===== src/rtl/rtmr_pkg.sv =====
`timescale 1ns/1ps
package rtmr_pkg;
    localparam int BYTE_W = 8;
    localparam int CNT_W  = 2 * BYTE_W;
    localparam int SEL_W  = 2;

    typedef struct packed {
        logic [BYTE_W-1:0] lo;
        logic              wr_hi;
        logic              rd_hi;
        logic              held;
        logic [CNT_W-1:0]  snap;
    } host_st_t;

    typedef struct packed {
        logic [CNT_W-1:0] cnt;
        logic [CNT_W-1:0] reload;
        logic             run;
        logic             out;
    } core_st_t;
endpackage


===== src/rtl/rtmr_hostif.sv =====
`timescale 1ns/1ps
module rtmr_hostif
    import rtmr_pkg::*;
#(
    parameter int CHAN_IDX = 0
) (
    input  logic              clk,
    input  logic              rst_n,
    input  logic              cs,
    input  logic              addr,
    input  logic              wr,
    input  logic              rd,
    input  logic [BYTE_W-1:0] wdata,
    input  logic [CNT_W-1:0]  count_i,
    output logic              load_o,
    output logic [CNT_W-1:0]  div_o,
    output logic              stop_o,
    output logic [BYTE_W-1:0] rdata_o
);
    localparam logic [SEL_W-1:0] MY_SEL = SEL_W'(CHAN_IDX);

    host_st_t st_d, st_q;
    logic ctl_wr, dat_wr, dat_rd, sel_ok, snap_cmd, prog_cmd;
    logic [CNT_W-1:0] src;

    always_comb begin
        ctl_wr   = cs && wr && addr;
        dat_wr   = cs && wr && !addr;
        dat_rd   = cs && rd && !addr;
        sel_ok   = (wdata[BYTE_W-1 -: SEL_W] == MY_SEL);
        snap_cmd = ctl_wr && sel_ok && (wdata[BYTE_W-SEL_W-1:0] == '0);
        prog_cmd = ctl_wr && sel_ok && (wdata[BYTE_W-SEL_W-1:0] != '0);

        st_d = st_q;
        if (prog_cmd) begin
            st_d.wr_hi = 1'b0;
            st_d.rd_hi = 1'b0;
            st_d.held  = 1'b0;
        end else if (snap_cmd && !st_q.held) begin
            st_d.held  = 1'b1;
            st_d.snap  = count_i;
            st_d.rd_hi = 1'b0;
        end
        if (dat_wr) begin
            if (!st_q.wr_hi) begin
                st_d.lo    = wdata;
                st_d.wr_hi = 1'b1;
            end else begin
                st_d.wr_hi = 1'b0;
            end
        end
        if (dat_rd) begin
            st_d.rd_hi = !st_q.rd_hi;
            if (st_q.rd_hi && st_q.held) st_d.held = 1'b0;
        end

        load_o  = dat_wr && st_q.wr_hi;
        div_o   = {wdata, st_q.lo};
        stop_o  = prog_cmd;
        src     = st_q.held ? st_q.snap : count_i;
        rdata_o = st_q.rd_hi ? src[CNT_W-1:BYTE_W] : src[BYTE_W-1:0];
    end

    always_ff @(posedge clk or negedge rst_n) begin
        if (!rst_n) st_q <= '0;
        else        st_q <= st_d;
    end


    snap_hold_chk: assert property (@(posedge clk) disable iff (!rst_n)
        (st_q.held && !prog_cmd && !(dat_rd && st_q.rd_hi)) |=> (st_q.held && $stable(st_q.snap)));


    rd_toggle_chk: assert property (@(posedge clk) disable iff (!rst_n)
        (dat_rd && !ctl_wr) |=> (st_q.rd_hi != $past(st_q.rd_hi)));
endmodule


===== src/rtl/rtmr_core.sv =====
`timescale 1ns/1ps
module rtmr_core
    import rtmr_pkg::*;
(
    input  logic             clk,
    input  logic             rst_n,
    input  logic             tick,
    input  logic             gate,
    input  logic             load_i,
    input  logic [CNT_W-1:0] div_i,
    input  logic             stop_i,
    output logic [CNT_W-1:0] count_o,
    output logic             out_o
);
    core_st_t st_d, st_q;
    logic adv;

    always_comb begin
        adv  = st_q.run && tick && gate;
        st_d = st_q;
        if (stop_i) begin
            st_d.run = 1'b0;
        end else if (load_i) begin
            st_d.cnt    = div_i;
            st_d.reload = div_i;
            st_d.run    = 1'b1;
        end else if (adv) begin
            if (st_q.cnt == CNT_W'(1)) st_d.cnt = st_q.reload;
            else                       st_d.cnt = st_q.cnt - 1'b1;
        end
        st_d.out = !(st_d.run && (st_d.cnt == CNT_W'(1)));
        count_o  = st_q.cnt;
        out_o    = st_q.out;
    end

    always_ff @(posedge clk or negedge rst_n) begin
        if (!rst_n) begin
            st_q     <= '0;
            st_q.out <= 1'b1;
        end else begin
            st_q <= st_d;
        end
    end


    count_step_chk: assert property (@(posedge clk) disable iff (!rst_n)
        (adv && !load_i && !stop_i && st_q.cnt != CNT_W'(1))
        |=> (st_q.cnt == CNT_W'($past(st_q.cnt) - 1'b1)));


    gate_hold_chk: assert property (@(posedge clk) disable iff (!rst_n)
        ((!gate || !tick) && !load_i) |=> $stable(st_q.cnt));


    out_low_chk: assert property (@(posedge clk) disable iff (!rst_n)
        !out_o |-> (st_q.run && st_q.cnt == CNT_W'(1)));


    stop_chk: assert property (@(posedge clk) disable iff (!rst_n)
        stop_i |=> (!st_q.run && out_o));
endmodule


===== src/rtl/rate_timer_chan.sv =====
`timescale 1ns/1ps
module rate_timer_chan
    import rtmr_pkg::*;
#(
    parameter int CHAN_IDX = 0
) (
    input  logic              clk,
    input  logic              rst_n,
    input  logic              tick,
    input  logic              cs,
    input  logic              addr,
    input  logic              wr,
    input  logic              rd,
    input  logic [BYTE_W-1:0] wdata,
    input  logic              gate,
    output logic [BYTE_W-1:0] rdata,
    output logic              period_out
);
    logic             load_w, stop_w;
    logic [CNT_W-1:0] div_w, count_w;

    rtmr_hostif #(.CHAN_IDX(CHAN_IDX)) u_host (
        .clk(clk), .rst_n(rst_n), .cs(cs), .addr(addr), .wr(wr), .rd(rd),
        .wdata(wdata), .count_i(count_w), .load_o(load_w), .div_o(div_w),
        .stop_o(stop_w), .rdata_o(rdata)
    );

    rtmr_core u_core (
        .clk(clk), .rst_n(rst_n), .tick(tick), .gate(gate), .load_i(load_w),
        .div_i(div_w), .stop_i(stop_w), .count_o(count_w), .out_o(period_out)
    );
endmodule


===== config.mk =====
export PLATFORM = sky130hd
export DESIGN_NAME = rate_timer_chan
export DESIGN_NICKNAME = d
export VERILOG_FILES = /design/src/rtl/rtmr_pkg.sv /design/src/rtl/rtmr_hostif.sv /design/src/rtl/rtmr_core.sv /design/src/rtl/rate_timer_chan.sv
export SDC_FILE = /design/constraint.sdc
export NUM_CORES = 1
export LEC_CHECK = 0
export BUFFER_PORTS_ARGS = -buffer_cell sky130_fd_sc_hd__buf_2
export CORE_MARGIN = 2
export CORE_UTILIZATION = 36
export CTS_CLUSTER_SIZE = 25
export DETAILED_ROUTE_END_ITERATION = 10
export GPL_TIMING_DRIVEN = 0
export PLACE_DENSITY = 0.63
export SLEW_MARGIN = 20
export SYNTH_ARGS = -nofsm -noshare
export SYNTH_HDL_FRONTEND = slang
export SYNTH_HIERARCHICAL = 1
export SYNTH_SLANG_ARGS = --single-unit

===== constraint.sdc =====
create_clock -name clk -period 5.2 [get_ports clk]
set_clock_uncertainty 0.2 [all_clocks]
set_input_delay 0.26 -clock clk [delete_from_list [all_inputs] [get_ports clk]]
set_output_delay 0.26 -clock clk [all_outputs]
set_load 0.05 [all_outputs]

# Word level (Yosys, flattened, before mapping)
# Index checks and enable logic that the tools add are counted.
# word_totals
elab_cells	55
register_bits	61
# classes
mux	15
n_reduce_logical	26
addsub	1
eq_ne	2
n_bitwise	2
# op_table
cell	count
$mux W16	4
$eq A16 B1 Y1 const B	2
$mux W32	1
$mux W18	1
$mux W17	1
$sub A16 B1 Y16 const B	1
$logic_and A1 B1 Y1	14
$mux W8	1
$logic_not A6 Y1	1
$reduce_and A2 Y1	3
$reduce_bool A6 Y1	1
$mux W1	5
$logic_not A1 Y1	4
$mux W2	2
$reduce_bool A3 Y1	1
$logic_not A2 Y1	1
$not A1 Y1	2
$reduce_bool A2 Y1	1

# Logic depth before layout (Yosys ltp)
# Gate-level depths: netlist of the first run.
# logic_depth
ltp_word	9
depth_mapped	10
ltp_nobuf	9

# Hierarchy
# The synthesis of the first run kept the hierarchy.
# modules_own_cells
mod	area_per_inst_um2	n_inst	cells_per_inst
rtmr_core	2152.1	1	252
rtmr_hostif	1468.9	1	97

# Least setup slack after synthesis of the first run
# OpenSTA, ideal clock, no wires.
# synth_timing
path_kind	input to register
startpoint	input wdata[7]
endpoint	register u_core.st_q (netlist bit u_core/out_o)
setup_ps	94
path_slack_ps	1532
cell_stages	10
required_ps	4906
arrival_time_ps	3373
cell_sequence	or3b_2 a211oi_1 nand2b_1 clkbuf_1 o21ai_0 o22ai_1 nor3_1 or4b_1 or4_1 or4_1
# synth_rtl
item	line_no	text
from (decl)	rate_timer_chan.sv:14	input logic [BYTE_W-1:0] wdata,
to (signal assigned)	rtmr_core.sv:41	st_q <= st_d;
to (decl)	rtmr_core.sv:15	core_st_t st_d, st_q;

==> results of run 1 <==
-- per-layer routing --
| layer | GRT usage [%] | part of all wire [%] | vias to the layer above |
|---|---|---|---|
| li1 | - | - | 1338 |
| met4 | 7.05 | 2.1 | 0 |
| met2 | 27.1 | 46 | 98 |
| met3 | 3.70 | 5.3 | 11 |
| met1 | 24.5 | 47 | 1356 |
| met5 | 0 | 0 | - |
-- state kept, by name, summed over array words and instances (netlist names) --
| register | flops |
|---|---|
| u_core/st_q | 17 |
| u_host/div_o | 8 |
| u_core/out_o | 1 |
| u_host/st_q | 19 |
| u_core/count_o | 16 |
-- power breakdown --
group	internal, mW	switching [mW]	leakage [nW]
clock network	0.233	0.183	0.0964
registers	0.614	0.157	0.778
logic	0.379	0.470	1.01
-- logic make-up (layout without fill, tap and decap cells) --
logic type / after synthesis / in the layout / synth area share (%)
multiplexers: 35 / 35 / 14.3
AO/OA/AOI/OAI: 66 / 66 / 12.5
adder cells (fa/ha/maj): 2 / 2 / 0.691
buffers and inverters: 59 / 102 / 9.99
XOR/XNOR: 1 / 1 / 0.242
AND/OR/NAND/NOR: 125 / 125 / 20.0
flip-flops: 61 / 61 / 42.2
-- timing repair --
item,in CTS,in global routing
resized for setup,0,0
setup buffers,0,0
endpoints found under the hold margin,62,0
hold buffers,3,0
-- Yosys cell counts, types with 6 or more instances --
library cell	n
buf_4	32
a21oi_1	6
a211oi_1	7
o21ai_0	15
mux4_2	8
o22ai_1	7
a31oi_1	6
inv_1	11
nand3_1	7
nor3_1	10
mux2_2	15
dfrtp_1	60
clkbuf_1	8
nand2_1	49
nor4_1	8
mux2_4	10
nor2_1	14
-- worst max path at each step --
stage | start | endpoint | slack [ns] | cells past startpoint
2_1_floorplan | wdata[7] | u_core/out_o | 1.53 | 10
3_3_place_gp | wdata[7] | u_core/out_o | 0.67 | 11
3_5_place_dp | wdata[7] | u_core/out_o | 0.71 | 11
4_1_cts | wdata[5] | u_core/out_o | 0.79 | 11
5_1_grt | wdata[5] | u_core/out_o | 0.58 | 12
6_report | wdata[5] | u_core/out_o | 0.77 | 12
-- layout make-up --
| cell class | instances | area [um^2] | area share (%) |
|---|---|---|---|
| clock buffers | 12 | 145 | 3.51 |
| inverters | 11 | 41.3 | 0.999 |
| multi-input cells | 229 | 1730 | 41.9 |
| clock inverters | 4 | 47.5 | 1.15 |
| plain buffers | 48 | 320 | 7.75 |
| flip-flops and latches | 61 | 1530 | 37.0 |
| repair buffers | 27 | 153 | 3.69 |
| well taps | 133 | 166 | 4.03 |
-- critical path: cells and delay by family --
| family | cells | cell delay, ns |
|---|---|---|
| buffers and inverters | 3 | 0.98 |
| AOI/OAI and AO/OA | 3 | 1.30 |
| and+or+nand+nor | 6 | 1.94 |
-- metrics by stage --
stage | hold WS, ns | std cells | util, % | power (mW)
after floorplan | -0.236 | 349 | - | 1.41
after global placement | 0.256 | 506 | 40.0 | 1.61
after detailed placement | 0.198 | 506 | 40.0 | 1.62
after CTS | 0.00776 | 525 | 42.3 | 2.04
after global routing | 0.0128 | 525 | 42.3 | 2.17
final | 0.0176 | 525 | 42.3 | 2.04
==> flow_summary.json, run 1 <==
{
  "initial_utilization_pct": 37.0,
  "grt_pass1_wl_um": 15100,
  "finalSetupTns_ns": 0,
  "period_share_pct": 85.3,
  "ys_top_cells_by_area": "dfrtp_1, buf_4, nand2_1",
  "min_period_ns": 4.43,
  "synth_cell_type_count": 63,
  "coreArea_um2": 9770,
  "vias_per_cell": 5.34,
  "hold_start": "wdata[7]",
  "hold_violations": 0,
  "synth_top_area_share_pct": 41.5,
  "synth_area_leader_cell": "dfrtp_1",
  "gr-total-overflow": 0,
  "final_cell_mix": "dfrtp_1, nand2_1, buf_4",
  "hp-class": "input pin to flip-flop",
  "final_layout_size_suffix_gt1_share_pct": 31.6,
  "cts_made_buffers": 9,
  "r2r_slack_ns": 1.39,
  "place_area_um2": 3910,
  "clk_pin_slew_ns": 0.07,
  "totalWireLength_um": 9220,
  "rr_endpoint": "u_core/out_o",
  "cp_cell_sequence": "dlygate4sd3_1 > buf_2 > nor2_1 > a211oi_1 > nand2b_1 > clkbuf_1 > o21ai_0 > o22ai_1 > nor3_1 > or4b_1 > or4_1 > or4_1",
  "via_count": 2803,
  "synth_warnings": 6,
  "synth_async_sr_flop_share_pct": 100,
  "ios": 25,
  "fin_ws_ns": 0.766,
  "synth_edf_count": 0,
  "worst_setup_path_start_kind": "input pin",
  "diodes": 0,
  "die_y_um": 104,
  "preCtsSetupSlack_ns": 0.711,
  "slew_headroom_pct": 41.1,
  "min_path_cells": 2,
  "synthCells": 349,
  "grt_max_degree": 62,
  "fmax_ghz": 0.226,
  "ir_drop_mv": 0.150,
  "cts_tree": "done",
  "cpPeakStageDelay_ns": 0.78,
  "rows": 36,
  "port_buffers": 24,
  "hold_end": "u_host/div_o[7]",
  "clock_path_buffers": 2,
  "power_density_nw_per_um2": 493,
  "yosysSeqAreaShare_pct": 42.2,
  "die_w_um": 104,
  "drt_iter0_markers": 218,
  "tightest_slew_ns": 0.878,
  "cp-end-kind": "flip-flop",
  "first_global_vias": 2844,
  "numClockSinks": 61,
  "final_antenna_net_count": 0,
  "grt_setup_unrepaired": "false",
  "antenna_found_initial": 0,
  "drcViolationCount": 0,
  "first_pass_iters": 5,
  "syn_to_final_growth_pct": 14.1,
  "arrival_ns": 4.49,
  "ys.flop_type": "dfrtp_1",
  "cts_root_buf": "clkbuf_8",
  "cp_max_fo": 9,
  "status": "finished clean",
  "grt_usage_pct": 17.7,
  "worstSkewPairLatency_ns": 0.34,
  "leakage_nw": 1.89,
  "htree_levels": 3,
  "gp_congestion": 0.909,
  "r2r_start": "u_host/st_q[18]",
  "dieArea_um2": 10900,
  "syn_nets": 367,
  "setup_violations": 0,
  "crit_slowest_cell": "a211oi_1",
  "final_area_um2": 4130,
  "ys_ff_latch": 61,
  "dpl.hpwl_um": 6950,
  "num-nets-final": 405,
  "crit_type": "input pin to flip-flop",
  "syn_area_um2": 3620,
  "wl_per_cell_um": 17.6,
  "mostFrequentLayoutCell": "dfrtp_1",
  "cp_common_cell": "or4_1",
  "slew_violations": 0,
  "r2r_cells": 9,
  "syn_area_per_cell_um2": 10.4,
  "maxCapViolCount": 0,
  "cp.required_ns": 5.25,
  "fillerInstances": 982
}
Power figures use the tool's default switching activity.
==> inputs of run 2 (changes only) <==
--- a/config.mk
+++ b/config.mk
@@ -5,7 +5,9 @@
 export SDC_FILE = /design/constraint.sdc
 export NUM_CORES = 1
 export LEC_CHECK = 0
+export ABC_AREA = 1
 export BUFFER_PORTS_ARGS = -buffer_cell sky130_fd_sc_hd__buf_2
+export CORE_ASPECT_RATIO = 0.8
 export CORE_MARGIN = 2
 export CORE_UTILIZATION = 36
 export CTS_CLUSTER_SIZE = 25
==> run 2 against run 1 <==
  * Worst hold slack got worse by 0.0067 ns
  * Sequential share of layout area decreased by 4.0 points
  * Maximum frequency increased by 57%
  * Power increased by 16%
  * Die area increased by 12%
  * Count of clock-buffer cells in the layout unchanged
  * Non-clock buffer count increased by 1
  * Clock power increased by 30%
  * Core utilization increased by 0.17 points
  * Flip-flop and latch count unchanged
  * Design area increased by 12%
  * Critical endpoint unchanged
  * Largest power group unchanged
==> flow_summary.json, run 2 <==
{
  "synth_cell_type_count": 30,
  "grt_pass1_wl_um": 19000,
  "tightest_slew_ns": 0.789,
  "htree_levels": 3,
  "dp.cells": 745,
  "cts_resized": 0,
  "multi_input_area_um2": 1870,
  "final_area_um2": 4640,
  "status": "finished clean",
  "first_pass_iters": 5,
  "fin_cells": 760,
  "die_w_um": 123,
  "min_period_ns": 2.82,
  "dpl.hpwl_um": 8600,
  "first_global_vias": 3596,
  "arrival_ns": 2.87,
  "initial_utilization_pct": 37.1,
  "power_density_nw_per_um2": 510,
  "fmax_ghz": 0.354,
  "cp_max_fo": 10,
  "synth_area_leader_cell": "dfrtp_1",
  "synthCells": 577,
  "cts_made_buffers": 9,
  "final_antenna_net_count": 0,
  "drcViolationCount": 0,
  "synth_async_sr_flop_share_pct": 100,
  "grt_max_degree": 62,
  "cts_root_buf": "clkbuf_16",
  "grt_usage_pct": 20.5,
  "gr-total-overflow": 0,
  "synth_most_common_cell": "nand2_1",
  "synth_fa_ha_area_share_pct": 0.616,
  "synthSimpleGateAreaFrac_pct": 31.8,
  "slew_headroom_pct": 47.4,
  "wl_per_cell_um": 15.0,
  "fin_total_pwr_mw": 2.37,
  "synth_edf_count": 0,
  "grt_setup_unrepaired": "false",
  "yosysSeqAreaShare_pct": 37.6,
  "synth_top_family_by_area": "simple AND/OR/NAND/NOR gates",
  "ir_drop_mv": 0.264,
  "maxCapViolCount": 0,
  "diodes": 0,
  "coreArea_um2": 10900,
  "top_register": "u_host/st_q",
  "clk_pin_slew_ns": 0.05,
  "synthMuxAreaShare_pct": 0,
  "antenna_found_initial": 0,
  "drt_iter0_markers": 427,
  "via_count": 3834,
  "post-cts-setup-buffers": 0,
  "setup_violations": 0,
  "ys.flop_type": "dfrtp_1",
  "crit_type": "input pin to flip-flop",
  "hold_violations": 0,
  "ios": 25,
  "ys_ff_latch": 61,
  "dieArea_um2": 12200,
  "r2r_slack_ns": 2.66,
  "worstSkewPairLatency_ns": 0.33,
  "syn_to_final_growth_pct": 14.3,
  "rows": 34,
  "preCtsSetupSlack_ns": 2.09,
  "cp-end-kind": "flip-flop",
  "fin_ws_ns": 2.38,
  "die_y_um": 99,
  "gp_congestion": 0.966,
  "num-nets-final": 631,
  "syn_area_um2": 4060,
  "clock_path_buffers": 2,
  "largest_reg_flops": 19,
  "place_area_um2": 4360,
  "synth_warnings": 6,
  "yosys-top-cells-count": "nand2_1, inv_1, dfrtp_1, o21ai_0",
  "synth_compound_area_share_pct": 13.4,
  "vias_per_cell": 5.04,
  "period_share_pct": 54.3,
  "final_layout_size_suffix_gt1_share_pct": 17.9,
  "finalSetupTns_ns": 0,
  "cts_tree": "done",
  "cp.required_ns": 5.25,
  "final_cell_mix": "nand2_1, inv_1, dfrtp_1",
  "mostFrequentLayoutCell": "nand2_1",
  "worst_setup_path_start_kind": "input pin",
  "ys_top_cells_by_area": "dfrtp_1, nand2_1, inv_1",
  "numClockSinks": 61,
  "totalWireLength_um": 11400,
  "syn_nets": 595,
  "slew_violations": 0,
  "ff_latch_area_um2": 1530,
  "leakage_nw": 2.45,
  "yosys.area_share.xor_xnor_pct": 0.216,
  "synth_top_area_share_pct": 37.0,
  "fillerInstances": 1151,
  "port_buffers": 24,
  "syn_area_per_cell_um2": 7.04,
  "hp-class": "input pin to flip-flop"
}
run 2: changes by cell type after synthesis, sizes merged, moves of 15 or more:
cell / before / now
inv: 11 / 86
mux2: 25 / 0
nand2: 49 / 162
nand3: 7 / 44
nand4: 2 / 18
nor2: 14 / 55
o21ai: 15 / 57
o21bai: 1 / 16
run 2: cell type report:
cell class                      count  area share (%)
Timing Repair Buffer               25            2.86
Tap cell                          144            3.88
Clock buffer                       12            5.53
Inverter                           87            7.04
Clock inverter                      2           0.216
Multi-Input combinational cell    378            40.3
Sequential cell                    61            32.9
Buffer                             51            7.31
run 2: repair_timing:
action,in CTS,in global routing
endpoints found under the hold margin,60,0
hold buffers,1,0
setup endpoints to repair,0,0
run 2: per-layer routing:
metal  vias up  GRT usage, %  part of all wire (%)
li1       1867             -                     -
met1      1806          29.6                    48
met2       148          30.9                    44
met3        13          4.63                   7.3
met4         0          4.86                   1.1
met5         -             0                     0
run 2: kinds of logic after synthesis:
logic type      after synthesis
simple gates                281
buf+inv                     138
compound gates               94
flops                        61
fa+ha+maj                     2
xor+xnor                      1
run 2: worst max-delay path, cell delays in order:
cell      delay, ns
buf_2          0.12
nor2_1         0.16
nand3_2        0.25
nand2_1        0.24
inv_1          0.19
inv_1          0.15
clkbuf_1       0.46
o21ai_0        0.26
nor2_1         0.22
nand3_1        0.10
nor2_1         0.19
nand2_1        0.09
nor2_1         0.10
nand3_1        0.07
run 2: path summary, 6_finish.rpt:
path,start,endpoint,cells past startpoint
worst max register to register,u_host/st_q[18],u_core/st_q[11],8
min in group asynchronous,rst_n,u_host/st_q[6],2
worst min-delay path,wdata[3],u_host/div_o[3],3
max in group asynchronous,rst_n,u_core/st_q[14],2
worst min register to register,u_host/div_o[3],u_host/div_o[3],2
worst max-delay path,wdata[5],u_core/out_o,14
run 2: per-stage QoR:
stage	hold WS, ns	util, %
final	0.0109	42.4
after floorplan	-0.236	-
after detailed placement	0.202	39.9
after CTS	0.00837	42.4
after global placement	0.271	39.9
after global routing	0.00690	42.4
run 2: report_power, final:
group | internal [mW] | switching [mW]
combinational | 0.369 | 0.704
sequential | 0.614 | 0.142
clock | 0.340 | 0.198
total | 1.32 | 1.04
